## src/rtl/ldrv_pkg.sv

```systemverilog
package ldrv_pkg;

    typedef enum logic {
        MODE_RUN  = 1'b0,
        MODE_REST = 1'b1
    } rest_mode_e;

    typedef struct packed {
        logic oc_flag;
        logic ol_flag;
    } flag_pair_t;

    function automatic int unsigned cnt_width(input int unsigned limit);
        return (limit < 2) ? 1 : $clog2(limit);
    endfunction

endpackage

```

## src/rtl/ldrv_persist_filter.sv

```systemverilog
module ldrv_persist_filter #(
    parameter int unsigned HOLD_TICKS = 1
) (
    input  logic clk,
    input  logic rst_n,
    input  logic arm,
    input  logic tick,
    output logic hit
);
    localparam int unsigned CW = ldrv_pkg::cnt_width(HOLD_TICKS);
    localparam logic [CW-1:0] LAST = CW'(HOLD_TICKS - 1);

    typedef struct packed {
        logic [CW-1:0] cnt;
    } filt_state_t;

    filt_state_t st_d, st_q;

    always_comb begin
        st_d = st_q;
        hit  = 1'b0;
        if (!arm) begin
            st_d.cnt = '0;
        end else if (tick) begin
            if (st_q.cnt == LAST) begin
                hit      = 1'b1;
                st_d.cnt = '0;
            end else begin
                st_d.cnt = st_q.cnt + 1'b1;
            end
        end
    end

    always_ff @(posedge clk or negedge rst_n) begin
        if (!rst_n) st_q <= '0;
        else        st_q <= st_d;
    end

endmodule

```

## src/rtl/ldrv_rest_timer.sv

```systemverilog
module ldrv_rest_timer #(
    parameter int unsigned REST_TICKS = 63
) (
    input  logic clk,
    input  logic rst_n,
    input  logic req,
    input  logic start,
    input  logic tick,
    output logic resting
);
    import ldrv_pkg::*;

    localparam int unsigned CW = cnt_width(REST_TICKS);
    localparam logic [CW-1:0] LAST = CW'(REST_TICKS - 1);

    typedef struct packed {
        rest_mode_e    mode;
        logic [CW-1:0] cnt;
    } rest_state_t;

    rest_state_t st_d, st_q;

    always_comb begin
        st_d = st_q;
        if (!req) begin
            st_d.mode = MODE_RUN;
            st_d.cnt  = '0;
        end else if (start) begin
            st_d.mode = MODE_REST;
            st_d.cnt  = '0;
        end else if (st_q.mode == MODE_REST && tick) begin
            if (st_q.cnt == LAST) begin
                st_d.mode = MODE_RUN;
                st_d.cnt  = '0;
            end else begin
                st_d.cnt = st_q.cnt + 1'b1;
            end
        end
    end

    always_ff @(posedge clk or negedge rst_n) begin
        if (!rst_n) st_q <= '{mode: MODE_RUN, cnt: '0};
        else        st_q <= st_d;
    end

    assign resting = (st_q.mode == MODE_REST);

endmodule

```

## src/rtl/ldrv_chan_guard.sv

```systemverilog
module ldrv_chan_guard #(
    parameter int unsigned SENSE_TICKS = 1,
    parameter int unsigned REST_TICKS  = 63
) (
    input  logic clk,
    input  logic rst_n,
    input  logic tick,
    input  logic clr,
    input  logic req,
    input  logic oc,
    input  logic ol,
    output logic gate,
    output logic flag
);
    import ldrv_pkg::*;

    logic resting;
    logic oc_arm, ol_arm;
    logic oc_hit, ol_hit;
    flag_pair_t fl_d, fl_q;

    assign oc_arm = req & ~resting & oc;
    assign ol_arm = ~req & ol;

    ldrv_persist_filter #(.HOLD_TICKS(SENSE_TICKS)) u_oc_filt (
        .clk  (clk),
        .rst_n(rst_n),
        .arm  (oc_arm),
        .tick (tick),
        .hit  (oc_hit)
    );

    ldrv_persist_filter #(.HOLD_TICKS(SENSE_TICKS)) u_ol_filt (
        .clk  (clk),
        .rst_n(rst_n),
        .arm  (ol_arm),
        .tick (tick),
        .hit  (ol_hit)
    );

    ldrv_rest_timer #(.REST_TICKS(REST_TICKS)) u_rest (
        .clk    (clk),
        .rst_n  (rst_n),
        .req    (req),
        .start  (oc_hit),
        .tick   (tick),
        .resting(resting)
    );

    always_comb begin
        fl_d = fl_q;
        if (oc_hit)   fl_d.oc_flag = 1'b1;
        else if (clr) fl_d.oc_flag = 1'b0;
        if (ol_hit)         fl_d.ol_flag = 1'b1;
        else if (clr && !ol) fl_d.ol_flag = 1'b0;
    end

    always_ff @(posedge clk or negedge rst_n) begin
        if (!rst_n) fl_q <= '0;
        else        fl_q <= fl_d;
    end

    assign gate = req & ~resting;
    assign flag = fl_q.oc_flag | fl_q.ol_flag;

endmodule

```

## src/rtl/ldrv_fault_guard.sv

```systemverilog
module ldrv_fault_guard #(
    parameter int unsigned NUM_CH      = 4,
    parameter int unsigned SENSE_TICKS = 1,
    parameter int unsigned REST_TICKS  = 63
) (
    input  logic              clk,
    input  logic              rst_n,
    input  logic              tick,
    input  logic              frame_clr,
    input  logic [NUM_CH-1:0] chan_req,
    input  logic [NUM_CH-1:0] oc_cmp,
    input  logic [NUM_CH-1:0] ol_cmp,
    output logic [NUM_CH-1:0] gate_on,
    output logic [NUM_CH-1:0] fault_flag,
    output logic              status_pull_en
);

    for (genvar i = 0; i < NUM_CH; i++) begin : g_ch
        ldrv_chan_guard #(
            .SENSE_TICKS(SENSE_TICKS),
            .REST_TICKS (REST_TICKS)
        ) u_ch (
            .clk  (clk),
            .rst_n(rst_n),
            .tick (tick),
            .clr  (frame_clr),
            .req  (chan_req[i]),
            .oc   (oc_cmp[i]),
            .ol   (ol_cmp[i]),
            .gate (gate_on[i]),
            .flag (fault_flag[i])
        );
    end

    assign status_pull_en = |fault_flag;

endmodule

```

## config.mk

```make
export PLATFORM = sky130hd
export DESIGN_NAME = ldrv_fault_guard
export DESIGN_NICKNAME = d
export VERILOG_FILES = /design/src/rtl/ldrv_pkg.sv /design/src/rtl/ldrv_persist_filter.sv /design/src/rtl/ldrv_rest_timer.sv /design/src/rtl/ldrv_chan_guard.sv /design/src/rtl/ldrv_fault_guard.sv
export SDC_FILE = /design/constraint.sdc
export NUM_CORES = 1
export LEC_CHECK = 0
export BUFFER_PORTS_ARGS = -buffer_cell sky130_fd_sc_hd__buf_4
export CORE_MARGIN = 4
export CORE_UTILIZATION = 35
export CTS_BUF_LIST = sky130_fd_sc_hd__clkbuf_16
export DETAILED_ROUTE_END_ITERATION = 10
export GPL_ROUTABILITY_DRIVEN = 0
export GPL_TIMING_DRIVEN = 0
export SYNTH_ARGS = -nofsm -noshare
export SYNTH_HDL_FRONTEND = slang
export SYNTH_HIERARCHICAL = 1
export SYNTH_SLANG_ARGS = --single-unit
```

## constraint.sdc

```tcl
create_clock -name clk -period 4 [get_ports clk]
set_input_delay 0.4 -clock clk [delete_from_list [all_inputs] [get_ports clk]]
set_output_delay 0.4 -clock clk [all_outputs]
set_load 0.01 [all_outputs]
```

== Word-level counts from Yosys, hierarchy flattened ==
Index checks and enable logic that the tools add are counted.
Operators by class
  add/subtract/negate cells: 12
  eq/ne operators: 20
  muxes and demuxes: 81
  bitwise gates (word level): 24
  reduce and logical (&&, ||, !) cells: 25
Operators with widths (number)
  7-bit 2-to-1 mux: 12
  1-bit 2-to-1 mux: 65
  6-bit by 1-bit adder with 6-bit output, second input constant: 4
  6-bit == test, second input constant: 4
  6-bit 2-to-1 mux: 4
  3-bit by 1-bit != test with 1-bit output, second input constant: 8
  2-bit != test, second input constant: 8
  2-bit nonzero test: 8
  1-bit AND: 12
  1-bit adder, second input constant: 8
  1-bit logical AND: 8
  1-bit NOT: 8
  2-bit AND reduction: 4
  1-bit zero test: 4
  1-bit OR: 4
  4-bit OR reduction: 1
Storage, ports and cells
  flip-flop bits (word level): 44
  output and inout bits: 9
  logic and storage cells: 186

== Logic depth before layout (Yosys ltp) ==
Gate-level depths: netlist of the first run.
  depth in word-level cells: 6
  depth in mapped cells: 7
  mapped depth without buffers: 7

== Hierarchy ==
Netlist of the first run, hierarchy kept.
By module, submodules not included
  ldrv_rest_timer: instances 4, cells each 41, area each 400.4 sq um, sequential area each 175.2 sq um
  ldrv_chan_guard: instances 4, cells each 10, area each 110.1 sq um, sequential area each 50.0 sq um
  ldrv_persist_filter: instances 8, cells each 1, area each 6.3 sq um, sequential area each 0.0 sq um
  ldrv_fault_guard: instances 1, cells each 1, area each 7.5 sq um, sequential area each 0.0 sq um

== Worst setup path after synthesis of the first run ==
OpenSTA, ideal clock, no wires.
  path type: reg-to-output
  start: reg g_ch[1].u_ch/fl_q[0] (netlist bit)
  end: out status_pull_en
  arrival: 1257 ps
  required time: 3600 ps
  path slack: 2343 ps
  cell stages (with the launch flop): 3
  path buffers: 0
  path through: dfrtp_1 -> or2_2 -> or4_1
Between the ends
  word-level cells in the longest chain between the ends: 2
Ends and longest elaborated chain
  from (decl): line ldrv_chan_guard.sv:20  | flag_pair_t fl_d, fl_q;
  from (signal assigned): line ldrv_chan_guard.sv:60  | else fl_q <= fl_d;
  1-bit OR: line ldrv_chan_guard.sv:64  | assign flag = fl_q.oc_flag | fl_q.ol_flag;
  net fault_flag[1]: line ldrv_fault_guard.sv:14  | output logic [NUM_CH-1:0] fault_flag,
  4-bit OR reduction: line ldrv_fault_guard.sv:35  | assign status_pull_en = |fault_flag;
  to (decl): line ldrv_fault_guard.sv:15  | output logic status_pull_en
The timed path passes the listed nets, and every way through them passes these cells.

== Final worst setup path of the first run ==
  start: reg g_ch[1].u_ch/fl_q[0] (netlist bit)
  end: out status_pull_en
Between the ends
  word-level cells in the longest chain between the ends: 2
Ends and longest elaborated chain (line)
  1-bit OR: ldrv_chan_guard.sv:64
  4-bit OR reduction: ldrv_fault_guard.sv:35
No other way between the ends.

==> flow_summary.toml, run 1 <==
[drt]
wl_per_cell_um = 12.6
viasPerCell = 5.00
drc = 0
vias = 1580
finalWirelength_um = 3970
drtIter0Drc = 49
antenna_left = 0
first_pass_iters = 4

[clocking]
clk_pin_slew_ps = 60
htreeDepth = 2
cts.sinks = 36
numCtsBuffers = 5
post_cts_buffers = 0
ctsHoldBuffers = 0
cts_tree = "built"
cts_root_buffer = "clkbuf_16"
clk_path_buf_depth = 2
cts_resized = 0
worstSkewPairLatency_ps = 280

[setup_path]
critPathLaunch = "g_ch[1].u_ch/fl_q[0]$_DFFE_PN0P_"
cp_cell_sequence = "or2_2, or4_1, buf_4"
crit_arrival_ps = 1610
cp.depth = 3
worstSetupStartpointType = "flip-flop"
cp-end-kind = "output port"
reg2reg_depth = 7
reg2reg_from = "g_ch[0].u_ch/u_rest/resting$_DFFE_PN0P_"
path_delay_family = "simple AND/OR/NAND/NOR gates"
cpPeakStageDelay_ps = 510
path_buf_inv = 1
crit_path_max_fanout = 2
slowest_stage = "or4_1"
critPathKind = "flip-flop to output port"
cp.required_ps = 3600

[layout]
post-route-util_pct = 44.1
drive_above_1_share_pct = 23.4
diodes = 0
area_delta_synth_final_pct = 19.2
nets = 268
final_common_cell = "dfrtp_1"
most-common-layout-cells = "dfrtp_1, buf_4, nor2_1"

[place]
portBuffers = 24
dp_hpwl_um = 2860

[die]
dieArea_mm2 = 0.00730
row_count = 27
die_h_um = 85.5
coreArea_mm2 = 0.00568
boundaryPins = 25
die_x_um = 85.5
start_util_pct = 37.0

[run_status]
status = "completed"

[power]
leakagePower_nw = 1.21
switching_share_pct = 23.2
comb_power_share_pct = 11.3
vdd_drop_max_mv = 0.162
pwr-share-seq_pct = 45.8
p_sw_w = 0.000195
clkPwrFrac_pct = 42.8
power_w = 0.000840
power.density_mw_per_mm2 = 336
internal_power_w = 0.000645

[timing]
finalSetupViolations = 0
fin_skew_ps = 5.23
max_slew_margin_pct = 68.6
fin_crit_ps = 2010
fmax_ghz = 0.498
worst_slew_pin_slew_ps = 472
rsz0062_at_grt = "false"
hold_viol_final = 0
fin_crit_sh_pct = 50.2
tns_ps = 0
drv_slew = 0

[logic_synthesis]
synth_top_area_share_pct = 42.9
ys_warn_count = 6
avgSynthCellArea_um2 = 9.86
muxShareOfSynthArea_pct = 0
synth_top_family_by_area = "simple AND/OR/NAND/NOR gates"
syn-cell-area_mm2 = 0.00210
synthArstFlopShare_pct = 100
synth_xor_xnor_area_share_pct = 5.01
synth-seq-area-share_pct = 42.9
synth_simple_gate_area_share_pct = 28.5
synth-compound-area-share_pct = 16.7
ys_seq_elements = 36
synthAdderAreaFrac_pct = 4.77
syn_inst = 213
synth_area_leaders = "dfrtp_1, nor2b_4, xnor2_1"
synth_ff_type = "dfrtp_1"
syn_nets = 237
synth.distinct_cells = 27
synth_edf_count = 0
yosysTopAreaCell = "dfrtp_1"

[global_route]
grt_pass1_wl_um = 7160
grt_use_total_pct = 12.0
grt_pass1_vias = 1551
overflow = 0
antenna_found_initial = 0
grt_max_degree = 37

[job]
maxCapViolCount = 0

[hold_path]
hold_class = "primary input to async pin"
through the flow:
step                      hold slack (ps)  instance area, um^2  setup slack (ps)  instances
final                                83.1                 2500              1990        316
after CTS                             105                 2500              1980        316
after global routing                  125                 2500              1900        316
after detailed placement              397                 2370              2270        309
after global placement                400                 2370              2270        309
after floorplan                       104                 2100              2340        213
cell type report:
type	instances	area, um^2
Fill cell	556	3170
Multi-Input combinational cell	165	1150
Sequential cell	36	901
Timing Repair Buffer	24	180
Clock buffer	5	125
Tap cell	72	90.1
Inverter	12	45.0
Clock inverter	2	7.51
path summary, 6_finish.rpt:
kind / slack (ps) / to
max reg2reg: 2390 / g_ch[0].u_ch/u_rest/st_q[4]$_DFFE_PN0P_
min reg2reg: 470 / g_ch[0].u_ch/fl_q[0]$_DFFE_PN0P_
max in group asynchronous: 3580 / g_ch[2].u_ch/fl_q[1]$_DFFE_PN0P_
min: 80 / g_ch[3].u_ch/u_rest/st_q[5]$_DFFE_PN0P_
max: 1990 / status_pull_en
min in group clk: 400 / g_ch[2].u_ch/u_rest/resting$_DFFE_PN0P_
worst reg2reg max path: stages (launching register included):
cell     delay (ps)
dfrtp_1         460
nor2b_4          60
and2_1          150
and2_1          180
nor2b_1         290
a21oi_1         150
xnor2_1         150
nor2_1           60
kinds of logic (layout without fill, tap and decap cells):
kind of cell / after synthesis / count (layout)
AO/OA/AOI/OAI: 48 / 48
XOR/XNOR: 12 / 12
adder cells (fa/ha/maj): 8 / 8
buffers and inverters: 12 / 43
flip-flops: 36 / 36
AND/OR/NAND/NOR: 97 / 97
metal layers:
metal	up-vias	track usage (%)	wire, um
met5	-	0	0
met4	0	4.32	39
met3	2	3.69	182
met2	25	17.9	1800
met1	752	16.3	1950
li1	801	-	-
power by group through the flow:
stage	Combinational, W	Clock (W)	Sequential (W)
final	0.0000952	0.000360	0.000385
after floorplan	0.0000502	0	0.000389
after detailed placement	0.0000970	0	0.000392
after global placement	0.0000963	0	0.000391
after CTS	0.0000975	0.000370	0.000385
after global routing	0.000107	0.000388	0.000387
sequential cells by signal, summed over array words and instances, names as in the netlist:
signal / flops
g_ch.u_ch/fl_q: 8
g_ch.u_ch/u_rest/resting: 4
g_ch.u_ch/u_rest/st_q: 24
Yosys cell counts, drive strengths merged, types with 4 or more instances:
master / number
a211oi: 4
or3: 4
nor2b: 12
nand2b: 4
a31oi: 8
inv: 12
xnor2: 12
and3: 4
nand3: 12
nor2: 20
nor3: 4
nand2: 16
and2b: 4
a21o: 8
o2111a: 4
dfrtp: 36
or2: 4
ha: 8
a22oi: 4
a21oi: 12
and2: 12
o21ai: 8
(Power assumes the default switching activity.)
==> inputs of run 2 (changes only) <==
==> constraint.sdc (replaced) <==
create_clock -name clk -period 1.9 [get_ports clk]
set_input_delay 0.19 -clock clk [delete_from_list [all_inputs] [get_ports clk]]
set_output_delay 0.19 -clock clk [all_outputs]
set_load 0.01 [all_outputs]
==> run 2 against run 1 <==
Effect of this change: count of clock-buffer cells in the layout unchanged; worst hold slack improved by 110 ps; power increased by 110%; sequential share of layout area decreased by 0.14 points; wire length unchanged; clock skew about the same; die area unchanged.
==> flow_summary.toml, run 2 (synthesis results as in run 1) <==
[die]
start_util_pct = 37.0
row_count = 27
coreArea_mm2 = 0.00568
die_x_um = 85.5
die_h_um = 85.5
boundaryPins = 25
dieArea_mm2 = 0.00730

[layout]
final-seq-area_um2 = 901
area_delta_synth_final_pct = 19.7
top_register = "g_ch.u_ch/u_rest/st_q"
most-common-layout-cells = "dfrtp_1, buf_4, nor2_1"
final_common_cell = "dfrtp_1"
drive_above_1_share_pct = 23.3
final_area_mm2 = 0.00251
multi_input_area_mm2 = 0.00115
nets = 269
fillers = 558
largest_register_ffs = 24
diodes = 0

[timing]
worst_slew_pin_slew_ps = 466
drv_slew = 0
max_slew_margin_pct = 68.9
fin_crit_sh_pct = 94.7
rsz0062_at_grt = "false"
hold_viol_final = 0
tns_ps = 0
fin_skew_ps = 5.06
fmax_ghz = 0.556
finalSetupViolations = 0
whs_ps = 192
fin_crit_ps = 1800

[setup_path]
cp-end-kind = "output port"
critPathKind = "flip-flop to output port"
path_buf_inv = 1
cp.required_ps = 1710
worstSetupStartpointType = "flip-flop"
slowest_stage = "or4_1"
regToRegSetupSlack_ps = 290
reg2reg_depth = 7
cp_cell_sequence = "or2_2, or4_1, buf_4"
r2r_end = "g_ch[0].u_ch/u_rest/st_q[4]$_DFFE_PN0P_"
cpPeakStageDelay_ps = 510
crit_arrival_ps = 1610
reg2reg_from = "g_ch[0].u_ch/u_rest/resting$_DFFE_PN0P_"
crit_path_max_fanout = 2
path_delay_family = "simple AND/OR/NAND/NOR gates"

[clocking]
cts.sinks = 36
cts_root_buffer = "clkbuf_16"
clk_pin_slew_ps = 50
cts_resized = 0
numCtsBuffers = 5
cts_tree = "built"
post_cts_buffers = 0
clk_path_buf_depth = 2
worstSkewPairLatency_ps = 280
htreeDepth = 2

[drt]
first_pass_iters = 4
wl_per_cell_um = 12.5
antenna_left = 0
vias = 1585
viasPerCell = 5.00
drtIter0Drc = 47
drc = 0
finalWirelength_um = 3970

[hold_path]
holdPathEnd = "g_ch[2].u_ch/u_rest/resting$_DFFE_PN0P_"
holdPathStages = 3
hold_class = "primary input to flip-flop"
hp-start = "chan_req[2]"

[global_route]
grt_use_total_pct = 12.0
grt_pass1_wl_um = 7180
overflow = 0
antenna_found_initial = 0
grt_max_degree = 37
grt_pass1_vias = 1556

[power]
power_w = 0.00177
leakagePower_nw = 1.22
power.density_mw_per_mm2 = 705
vdd_drop_max_mv = 0.341

[run_status]
status = "completed"

[place]
dp_hpwl_um = 2860
postPlaceCellArea_mm2 = 0.00237
portBuffers = 24

[job]
maxCapViolCount = 0
-- run 2: how the worst max path moves through the flow --
stage / cells past startpoint / from / to
after floorplan: 2 / g_ch[1].u_ch/fl_q[0]$_DFFE_PN0P_ / status_pull_en
after global placement: 7 / g_ch[0].u_ch/u_rest/resting$_DFFE_PN0P_ / g_ch[0].u_ch/u_rest/st_q[4]$_DFFE_PN0P_
after detailed placement: 7 / g_ch[0].u_ch/u_rest/resting$_DFFE_PN0P_ / g_ch[0].u_ch/u_rest/st_q[4]$_DFFE_PN0P_
after CTS: 3 / g_ch[1].u_ch/fl_q[0]$_DFFE_PN0P_ / status_pull_en
after global routing: 3 / g_ch[1].u_ch/fl_q[0]$_DFFE_PN0P_ / status_pull_en
final: 3 / g_ch[1].u_ch/fl_q[0]$_DFFE_PN0P_ / status_pull_en
-- run 2: tightest hold or removal path: cells and delay by family --
family          cells  cell delay, ps
buf+inv             1             130
compound gates      2             100
-- run 2: routing by layer --
metal,track usage (%),part of all wire [%]
met5,0,0
met4,4.32,0.98
met1,16.4,49
met2,17.9,46
met3,3.69,4.6
-- run 2: timing repair --
item | 4_1_cts | 5_1_grt
setup endpoints to repair | 0 | 0
hold endpoints to repair | 36 | 0
hold buffers | 1 | 0
-- run 2: stage by stage --
step	std cells	util (%)	setup slack (ps)
after floorplan	213	-	453
after global placement	309	41.8	329
after detailed placement	309	41.8	316
after CTS	317	44.3	90.8
after global routing	317	44.3	11.0
final	317	44.3	101
-- run 2: final cells by class --
class | count | share of cell area, %
Clock buffer | 5 | 4.98
Clock inverter | 2 | 0.299
Inverter | 12 | 1.79
Multi-Input combinational cell | 165 | 45.9
Sequential cell | 36 | 35.9
Tap cell | 72 | 3.59
Timing Repair Buffer | 25 | 7.57
-- run 2: report_power, final --
part           switching (W)  leakage, nW  internal [W]
Sequential         0.0000189        0.491      0.000792
Clock               0.000289       0.0648      0.000469
Combinational       0.000102        0.663     0.0000994
==> inputs of run 3 (changes only) <==
--- a/config.mk
+++ b/config.mk
@@ -6,12 +6,13 @@
 export NUM_CORES = 1
 export LEC_CHECK = 0
 export BUFFER_PORTS_ARGS = -buffer_cell sky130_fd_sc_hd__buf_4
-export CORE_MARGIN = 4
+export CORE_MARGIN = 10
 export CORE_UTILIZATION = 35
 export CTS_BUF_LIST = sky130_fd_sc_hd__clkbuf_16
 export DETAILED_ROUTE_END_ITERATION = 10
 export GPL_ROUTABILITY_DRIVEN = 0
 export GPL_TIMING_DRIVEN = 0
+export RECOVER_POWER = 50
 export SYNTH_ARGS = -nofsm -noshare
 export SYNTH_HDL_FRONTEND = slang
 export SYNTH_HIERARCHICAL = 1
==> run 3 against run 2 <==
Effect of this change: final area is 0.20% higher; global-route usage is 2.2 points lower; worst setup slack worse by 50 ps; first-iteration DRC count is 19% higher; power is 0.93% higher; register-to-register slack hardly changed; final cell count is 0.95% higher; combinational power is 4% higher; clock power is 1% higher; die area is 30% higher; worst hold slack worse by 11 ps; sequential share of layout area is 0.071 points lower; largest cell class unchanged.
==> flow_summary.toml, run 3 (synthesis results as in run 1) <==
[clocking]
post_cts_buffers = 0
cts.sinks = 36
cts_tree = "built"
htreeDepth = 2
clk_path_buf_depth = 2
cts_root_buffer = "clkbuf_16"
clk_pin_slew_ps = 50
numCtsBuffers = 5
worstSkewPairLatency_ps = 280

[timing]
finalSetupViolations = 0
rsz0062_at_grt = "false"
worst_slew_pin_slew_ps = 889
fin_crit_ps = 1850
hold_viol_final = 0
fmax_ghz = 0.541
drv_slew = 0
tns_ps = 0
whs_ps = 181
max_slew_margin_pct = 40.7
fin_skew_ps = 1.68
fin_crit_sh_pct = 97.3

[setup_path]
r2r_end = "g_ch[1].u_ch/u_rest/st_q[4]$_DFFE_PN0P_"
cp-end-kind = "output port"
path_buf_inv = 1
cpPeakStageDelay_ps = 540
regToRegSetupSlack_ps = 280
cp_cell_sequence = "or2_2, or4_4, buf_4"
critPathKind = "flip-flop to output port"
path_delay_family = "simple AND/OR/NAND/NOR gates"
reg2reg_depth = 7
crit_arrival_ps = 1660
slowest_stage = "or4_4"
reg2reg_from = "g_ch[1].u_ch/u_rest/resting$_DFFE_PN0P_"
crit_path_max_fanout = 2
worstSetupStartpointType = "flip-flop"
cp.required_ps = 1710

[layout]
multi_input_area_mm2 = 0.00116
top_register = "g_ch.u_ch/u_rest/st_q"
final_area_mm2 = 0.00252
largest_register_ffs = 24
fillers = 583
most-common-layout-cells = "dfrtp_1, buf_4, nor2_1"
post-route-util_pct = 42.8
nets = 269
drive_above_1_share_pct = 23.7
area_delta_synth_final_pct = 19.9
final-seq-area_um2 = 901
diodes = 0
final_common_cell = "dfrtp_1"

[hold_path]
holdPathEnd = "g_ch[3].u_ch/u_rest/resting$_DFFE_PN0P_"
holdPathStages = 3
hold_class = "primary input to flip-flop"
hp-start = "chan_req[3]"

[power]
vdd_drop_max_mv = 0.402
leakagePower_nw = 1.22
power.density_mw_per_mm2 = 710

[die]
coreArea_mm2 = 0.00589
boundaryPins = 25
die_h_um = 97.5
row_count = 28
die_x_um = 97.5
dieArea_mm2 = 0.00950
start_util_pct = 35.7

[drt]
finalWirelength_um = 4360
first_pass_iters = 4
drtIter0Drc = 56
antenna_left = 0
wl_per_cell_um = 13.6
viasPerCell = 5.11
vias = 1634
drc = 0

[global_route]
antenna_found_initial = 0
grt_use_total_pct = 9.87
grt_pass1_wl_um = 7890
grt_max_degree = 37
grt_pass1_vias = 1724
overflow = 0

[job]
maxCapViolCount = 0

[place]
portBuffers = 24
dp_hpwl_um = 3150
postPlaceCellArea_mm2 = 0.00237

[run_status]
status = "completed"
## run 3: area by class of cell
cell class                 count  share of cell area (%)
clock buffer                   5                    4.97
clock inverter                 2                   0.298
inverter                      12                    1.79
multi-input combinational    165                    46.0
sequential                    36                    35.8
tap                           75                    3.73
timing repair buffer          25                    7.46
## run 3: metrics by stage
| stage | worst slack [ps] | total power (W) | std cells |
|---|---|---|---|
| floorplan | 453 | 0.000925 | 213 |
| global placement | 316 | 0.00103 | 312 |
| detailed placement | 307 | 0.00104 | 312 |
| CTS | 7.73 | 0.00181 | 320 |
| global route | 7.41 | 0.00187 | 320 |
| finish | 51.6 | 0.00179 | 320 |
## run 3: repair_timing
| action | in CTS | in global routing |
|---|---|---|
| hold buffers | 1 | 0 |
| setup endpoints to repair | 0 | 1 |
| resized for setup | 0 | 1 |
| endpoints found under the hold margin | 36 | 0 |
## run 3: power by group
part           switching, W  leakage (nW)  internal (W)  total (W)
logic              0.000109         0.664      0.000101   0.000210
clock network      0.000298        0.0648      0.000469   0.000766
registers         0.0000192         0.491      0.000792   0.000811
total              0.000426          1.22       0.00136    0.00179
## run 3: metal layers
metal	global-route usage [%]	up-vias	wire [um]
li1	-	800	-
met3	2.49	7	184
met5	0	-	0
met4	5.70	0	111
met1	11.5	789	2070
met2	16.0	38	1990
## run 3: how the worst max path moves through the flow
stage,from,end,slack (ps),depth (start not counted)
after global placement,g_ch[1].u_ch/u_rest/resting$_DFFE_PN0P_,g_ch[1].u_ch/u_rest/st_q[3]$_DFFE_PN0P_,320,7
final,g_ch[1].u_ch/fl_q[0]$_DFFE_PN0P_,status_pull_en,50,3
after floorplan,g_ch[1].u_ch/fl_q[0]$_DFFE_PN0P_,status_pull_en,450,2
after detailed placement,g_ch[1].u_ch/u_rest/resting$_DFFE_PN0P_,g_ch[1].u_ch/u_rest/st_q[4]$_DFFE_PN0P_,310,7
after global routing,g_ch[1].u_ch/fl_q[0]$_DFFE_PN0P_,status_pull_en,7,3
after CTS,g_ch[1].u_ch/fl_q[0]$_DFFE_PN0P_,status_pull_en,8,3
## run 3: tightest hold or removal path, cell delays in order
cell	delay (ps)
buf_4	120
o21ai_0	70
a31oi_1	40
